## src/rtl/pllf_pkg.sv

```systemverilog
package pllf_pkg;

    localparam int WORD_W = 32;
    localparam int NUM_W  = 64;
    localparam int PRE_W  = 5;
    localparam int POST_W = 5;
    localparam int MUL_W  = 4;
    localparam int DEN_W  = PRE_W + POST_W + 1;
    localparam int MULV_W = MUL_W + 1;

    localparam int PRE_LSB   = 16;
    localparam int POST_LSB  = 0;
    localparam int MUL_LSB   = 12;
    localparam int BYPASS_B  = 5;
    localparam int LOCK_B    = 0;
    localparam int HALF_B_HI = 11;
    localparam int HALF_B_LO = 1;

    typedef enum logic [1:0] {
        SRC_BUS  = 2'd0,
        SRC_REF  = 2'd1,
        SRC_XTAL = 2'd2,
        SRC_CPU  = 2'd3
    } pllf_src_e;

    typedef enum logic [1:0] {
        MODE_BYPASS,
        MODE_SHIFT,
        MODE_HALF,
        MODE_MULT
    } pllf_mode_e;

    typedef struct packed {
        logic [WORD_W-1:0] base;
        logic [DEN_W-1:0]  divisor;
        logic [MULV_W-1:0] mul;
        pllf_mode_e        mode;
    } pllf_cfg_t;

    localparam logic [MULV_W-1:0] MUL_TOP = MULV_W'(1 << MUL_W);

    function automatic logic [NUM_W-1:0] pllf_numerator(pllf_cfg_t cfg);
        logic [NUM_W-1:0] b;
        logic [NUM_W-1:0] m;
        logic [NUM_W-1:0] n;
        b = NUM_W'(cfg.base);
        m = NUM_W'(cfg.mul);
        case (cfg.mode)
            MODE_BYPASS: n = b;
            MODE_SHIFT:  n = (cfg.mul == MUL_TOP) ? (b >> 2) : (b >> 1);
            MODE_HALF:   n = cfg.mul[0] ? ((b * m) >> 1) : ((b * (m - 1)) >> 2);
            default:     n = (cfg.mul == MUL_TOP) ? b : (b * m);
        endcase
        return n;
    endfunction

endpackage

```

## src/rtl/pllf_decode.sv

```systemverilog
module pllf_decode
    import pllf_pkg::*;
(
    input  logic [WORD_W-1:0] boot_word,
    input  logic [4:0]        src_shift,
    input  logic [WORD_W-1:0] ctrl_word,
    input  logic [WORD_W-1:0] pll_word,
    input  logic [WORD_W-1:0] base_bus,
    input  logic [WORD_W-1:0] base_ref,
    input  logic [WORD_W-1:0] base_xtal,
    input  logic [WORD_W-1:0] base_cpu,
    output pllf_cfg_t         cfg
);
    logic [WORD_W-1:0] shifted;
    pllf_src_e         src;
    logic [DEN_W-1:0]  pre_v;
    logic [DEN_W-1:0]  post_v;

    always_comb begin
        shifted = boot_word >> src_shift;
        src     = pllf_src_e'(shifted[1:0]);
        case (src)
            SRC_BUS:  cfg.base = base_bus;
            SRC_REF:  cfg.base = base_ref;
            SRC_XTAL: cfg.base = base_xtal;
            default:  cfg.base = base_cpu;
        endcase

        pre_v  = DEN_W'(ctrl_word[PRE_LSB  +: PRE_W])  + DEN_W'(1);
        post_v = DEN_W'(ctrl_word[POST_LSB +: POST_W]) + DEN_W'(1);
        cfg.divisor = pre_v * post_v;

        cfg.mul = MULV_W'(pll_word[MUL_LSB +: MUL_W]) + MULV_W'(1);

        if (boot_word[BYPASS_B])
            cfg.mode = MODE_BYPASS;
        else if (!pll_word[LOCK_B])
            cfg.mode = MODE_SHIFT;
        else if (pll_word[HALF_B_HI] && pll_word[HALF_B_LO])
            cfg.mode = MODE_HALF;
        else
            cfg.mode = MODE_MULT;
    end
endmodule

```

## src/rtl/pllf_divider.sv

```systemverilog
module pllf_divider #(
    parameter int NUM_W = 64,
    parameter int DEN_W = 11
) (
    input  logic             clk,
    input  logic             rst,
    input  logic             load,
    input  logic [NUM_W-1:0] numer,
    input  logic [DEN_W-1:0] denom,
    output logic             busy,
    output logic             done,
    output logic [NUM_W-1:0] quot
);
    localparam int CNT_W = $clog2(NUM_W + 1);

    logic [NUM_W-1:0] q_q;
    logic [DEN_W-1:0] d_q;
    logic [DEN_W:0]   r_q;
    logic [CNT_W-1:0] cnt_q;
    logic             busy_q;
    logic             done_q;
    logic [DEN_W:0]   r_sh;
    logic             fits;

    always_comb begin
        r_sh = {r_q[DEN_W-1:0], q_q[NUM_W-1]};
        fits = (r_sh >= {1'b0, d_q});
    end

    always_ff @(posedge clk) begin
        if (rst) begin
            q_q    <= '0;
            d_q    <= DEN_W'(1);
            r_q    <= '0;
            cnt_q  <= '0;
            busy_q <= 1'b0;
            done_q <= 1'b0;
        end else begin
            done_q <= 1'b0;
            if (load) begin
                q_q    <= numer;
                d_q    <= denom;
                r_q    <= '0;
                cnt_q  <= CNT_W'(NUM_W);
                busy_q <= 1'b1;
            end else if (busy_q) begin
                q_q   <= {q_q[NUM_W-2:0], fits};
                r_q   <= fits ? (r_sh - {1'b0, d_q}) : r_sh;
                cnt_q <= cnt_q - CNT_W'(1);
                if (cnt_q == CNT_W'(1)) begin
                    busy_q <= 1'b0;
                    done_q <= 1'b1;
                end
            end
        end
    end

    assign busy = busy_q;
    assign done = done_q;
    assign quot = q_q;

    // the controller never reloads a divider that is still working
    assert_no_reload_R10: assert property (@(posedge clk) disable iff (rst)
        load |-> !busy_q);

    // the partial remainder stays below the divisor at every step
    assert_rem_bound_R8: assert property (@(posedge clk) disable iff (rst)
        busy_q |-> (r_q < {1'b0, d_q}));

    // completion only follows a working cycle
    assert_done_after_busy_R9: assert property (@(posedge clk) disable iff (rst)
        done_q |-> $past(busy_q));
endmodule

```

## src/rtl/pll_freq_decoder.sv

```systemverilog
module pll_freq_decoder
    import pllf_pkg::*;
(
    input  logic        clk,
    input  logic        rst,
    input  logic        start,
    input  logic [31:0] boot_word,
    input  logic [4:0]  src_shift,
    input  logic [31:0] ctrl_word,
    input  logic [31:0] pll_word,
    input  logic [31:0] base_bus,
    input  logic [31:0] base_ref,
    input  logic [31:0] base_xtal,
    input  logic [31:0] base_cpu,
    output logic        done,
    output logic [31:0] freq
);
    pllf_cfg_t        cfg;
    logic [NUM_W-1:0] numer;
    logic             running_q;
    logic             accept;
    logic             div_busy;
    logic             div_done;
    logic [NUM_W-1:0] div_quot;
    logic             done_q;
    logic [31:0]      freq_q;

    pllf_decode u_decode (
        .boot_word (boot_word),
        .src_shift (src_shift),
        .ctrl_word (ctrl_word),
        .pll_word  (pll_word),
        .base_bus  (base_bus),
        .base_ref  (base_ref),
        .base_xtal (base_xtal),
        .base_cpu  (base_cpu),
        .cfg       (cfg)
    );

    always_comb begin
        numer  = pllf_numerator(cfg);
        accept = start && !running_q;
    end

    pllf_divider #(
        .NUM_W (NUM_W),
        .DEN_W (DEN_W)
    ) u_div (
        .clk   (clk),
        .rst   (rst),
        .load  (accept),
        .numer (numer),
        .denom (cfg.divisor),
        .busy  (div_busy),
        .done  (div_done),
        .quot  (div_quot)
    );

    always_ff @(posedge clk) begin
        if (rst) begin
            running_q <= 1'b0;
            done_q    <= 1'b0;
            freq_q    <= '0;
        end else begin
            done_q <= 1'b0;
            if (accept)
                running_q <= 1'b1;
            if (div_done) begin
                running_q <= 1'b0;
                done_q    <= 1'b1;
                freq_q    <= div_quot[31:0];
            end
        end
    end

    assign done = done_q;
    assign freq = freq_q;

    // a single-cycle completion pulse
    assert_single_done_R9: assert property (@(posedge clk) disable iff (rst)
        done_q |=> !done_q);

    // the result register only moves on a completion
    assert_freq_hold_R10: assert property (@(posedge clk) disable iff (rst)
        !$past(div_done) |-> $stable(freq_q));

    // while a computation runs, the divider stays busy or is finishing
    assert_running_busy_R10: assert property (@(posedge clk) disable iff (rst)
        (running_q && !div_done) |-> div_busy);
endmodule

```

## config.mk

```make
export PLATFORM = sky130hd
export DESIGN_NAME = pll_freq_decoder
export DESIGN_NICKNAME = d
export VERILOG_FILES = /design/src/rtl/pllf_pkg.sv /design/src/rtl/pllf_decode.sv /design/src/rtl/pllf_divider.sv /design/src/rtl/pll_freq_decoder.sv
export SDC_FILE = /design/constraint.sdc
export NUM_CORES = 1
export LEC_CHECK = 0
export BUFFER_PORTS_ARGS = -buffer_cell sky130_fd_sc_hd__buf_2
export CORE_MARGIN = 2
export CORE_UTILIZATION = 55
export CTS_CLUSTER_SIZE = 24
export DETAILED_ROUTE_END_ITERATION = 10
export GPL_TIMING_DRIVEN = 1
export PLACE_DENSITY_LB_ADDON = 0.1
export SYNTH_ARGS = -nofsm -noshare
export SYNTH_HDL_FRONTEND = slang
export SYNTH_SLANG_ARGS = --single-unit
```

## constraint.sdc

```tcl
create_clock -name clk -period 24.5 [get_ports clk]
set_clock_uncertainty 0.05 [all_clocks]
set_input_delay 2.45 -clock clk [delete_from_list [all_inputs] [get_ports clk]]
set_output_delay 2.45 -clock clk [all_outputs]
set_load 0.01 [all_outputs]
```

==> impl_results.md <==
* Top cells by count, synth: 394 x nor2_1, 228 x fa_1, 211 x inv_1, 188 x nand2_1, 160 x ha_1
* Switching power at 1.356 mW
* CP max stage delay at 0.82 ns
* Register Area at 2585 um^2
* Layout cells sized above 1 at 13.86%
* First-pass DRT Iterations at 5
* Startpoint types: input pin
* Grt ovf at 0
* CTS sink count at 129
* Leakage at 10.77 nW
* Routed len/inst at 20.77 um
* Placer congestion estimate at 0.9738
* Final core occ at 61.36%
* TritonCTS clock tree: yes
* Pint at 1.178 mW
* Number of nets in the layout at 3212
* Hold buffers post-CTS at 0
* Most used cell, CP: fa_1
* Largest net degree at the start of global routing at 66
* Post-CTS Setup Repair Bufs at 0
* Vias per cell at 6.056
* Req. time, crit path at 24.75 ns
* RSZ-0062 raised after global routing: false
* Top_reg_cell synth: dfxtp_1
* Worst slew pin tran at 1.351 ns
* Post-synth EDFFs at 0
* Sw Share at 53.51%
* Cell Chain, Critical Path: buf_2 -> mux4_4 -> mux2i_1 -> mux4_4 -> buf_4 -> mux2i_1 -> nand2_1 -> fa_1 -> fa_1 -> inv_1 -> fa_1 -> fa_1 -> fa_1 -> a211oi_1 -> o21ai_1 -> a311oi_1 -> o21ai_0 -> a211oi_1 -> buf_4 -> nor4b_1 -> or4_1 -> and3_1 -> or3b_1 -> o221a_2
* Number of top-level pins at 265
* Worst min path class: reg2reg
* Root Driver: clkbuf_16
* Syn_area_per_cell at 8.371 um^2
* Status: finished clean
* Final setup fails at 0
* Remaining DRCs at 0
* Tmin final at 11.46 ns
* Final hold slack at 0.4089 ns
* Clock power frac at 10.7%
* Final Hold Fails at 0
* Hpwl dp at 48860 um
* First-pass GRT wire length at 102300 um
* Initial Utilization at 56.03%
* Syn Nets at 3082
* Sequential power share at 9.5%
* Die area at 39040 um^2
* Footprint of the multi-input gates at 16570 um^2
* CTS buffer count at 17
* Vias in the first global route at 18.87k
* Top cell type's share of synthesized area at 22.15%
* Top post-synthesis cells by area: fa_1 22%, dfxtp_1 13%, ha_1 9.7%, mux2i_1 7.6%, nor2_1 7.2%
* Overall routing resource usage at 33.52%
* Final WS setup at 13.04 ns
* Yosys reg bits at 129
* Period utilization at 46.78%
* Die Wd at 197.6 um
* Total core area at 36790 um^2
* Synth async-reset ratio at 0%
* Register area share after synthesis at 12.53%
* Maximum vdd ir drop at 0.05571 mV
* Worst-path clk slew at 0.06 ns
* Final ANT Viol Nets at 0
* DRT iter0 DRCs at 1300
* IO Port Bufs at 217
* P&R area growth vs syn at 9.519%
* Clk Latency, worst-skew pair at 0.41 ns
* Detailed Route WL at 63840 um
* Slowest CP cell: mux2i_1
* Comb power frac at 79.8%
* Post-synthesis cell area at 20610 um^2
* F_max at 87.25 MHz
* CTS max path bufs at 2
* Pins Over Slew Limit at 0
* Die height at 197.6 um
* CTS resizes at 0
* Placement row count at 70
* PwrDens at 112.3 nW/um^2
* Setup TNS Final at 0 ns
* Slew margin rel. at 9.610%
* Yosys cell types at 84
* Setup Crit Path Kind: in2reg
* Max cap viols at 0
* Place WS at 12.72 ns
* Mapped Cells at 2462
* Cell taking the most area after synthesis: fa_1
* CTS HTree Levels at 4
* Critical Path Fanout Max at 46
* Non-filler cells, final at 3074
* Most frequent cell after synthesis: nor2_1
* Critical path arrival at 11.71 ns
* Inst Count DP at 3041
* Initial antenna violation count at 0
* Via count at 18.62k
* Fillcell total at 3375
* CP endpoint kind: flop
* Synthesis Warnings at 0
[through the flow]
step                cell area [um^2]  total power, mW
floorplan                      20610            1.711
global placement               21940            2.202
detailed placement             21940            2.223
CTS                            22570            2.511
global route                   22570            2.772
finish                         22570            2.534
[cells by family after synthesis]
group	Yosys count	share of synthesized area, %
fa+ha+maj	388	31.86
simple gates	795	16.88
compound gates	498	15.84
xor+xnor	85	3.612
mux	208	11.87
buf+inv	359	7.413
flops	129	12.53
[routing by layer]
metal / vias to the layer above / track usage [%] / wire length [um]
met5: - / 0 / 0
met4: 0 / 12.92 / 2358
met3: 140 / 4.712 / 4330
met2: 727 / 56.96 / 30440
met1: 9065 / 43.27 / 26720
li1: 8685 / - / -
[worst max-delay path: cells and delay by family]
kind	cells	cell delay (ns)
buf+inv	4	1.26
mux	4	2.33
fa+ha+maj	5	2.48
compound gates	6	1.79
simple gates	5	1.34
[sequential cells by signal, indices dropped and copies added, names as in the netlist]
| name | cells |
|---|---|
| freq | 32 |
| u_div.cnt_q | 7 |
| u_div.quot | 64 |
| u_div.d_q | 11 |
| running_q | 1 |
| u_div.done | 1 |
| u_div.busy | 1 |
| u_div.r_q | 11 |
| done | 1 |
[cell type report]
| type | count | share of cell area [%] |
|---|---|---|
| multi-input combinational | 1974 | 73.43 |
| sequential | 129 | 11.45 |
| timing repair buffer | 258 | 6.186 |
| tap | 468 | 2.594 |
| clock inverter | 14 | 0.9036 |
| inverter | 212 | 3.526 |
| clock buffer | 18 | 1.901 |
| antenna | 1 | 0.01109 |
[power groups by stage]
stage | clock network [mW] | registers, mW | logic (mW)
6_report | 0.272 | 0.241 | 2.02
5_1_grt | 0.284 | 0.243 | 2.25
4_1_cts | 0.274 | 0.240 | 2.00
3_5_place_dp | 0 | 0.245 | 1.98
3_3_place_gp | 0 | 0.244 | 1.96
2_1_floorplan | 0 | 0.240 | 1.47
[cells in the final DEF, fill, tap and decap left out, drive strengths merged, types with 14 or more instances in the layout]
cell type	netlist	final
a21oi	129	129
nor2	395	395
o21a	14	14
a221oi	30	30
xor2	36	36
a211oi	60	60
and3	17	17
mux2	28	28
mux2i	161	161
fa	228	228
nor2b	29	29
xnor2	49	49
nand2	188	188
a21o	30	30
and2	47	47
buf	42	258
mux4	19	19
ha	160	160
nand3	34	34
nand2b	24	24
inv	211	214
dfxtp	129	129
o21ai	119	119
clkbuf	105	18
nor3	20	20
[final timing paths]
kind / start / to / slack [ns] / cells after the start
max: src_shift[0] / u_div.quot[36] / 13.04 / 24
min: u_div.r_q[10] / u_div.r_q[10] / 0.41 / 2
max reg2reg: u_div.d_q[2] / u_div.r_q[9] / 20.91 / 12
min reg2reg: u_div.r_q[10] / u_div.r_q[10] / 0.41 / 2
Note: power is estimated with default switching activity, not from simulation.
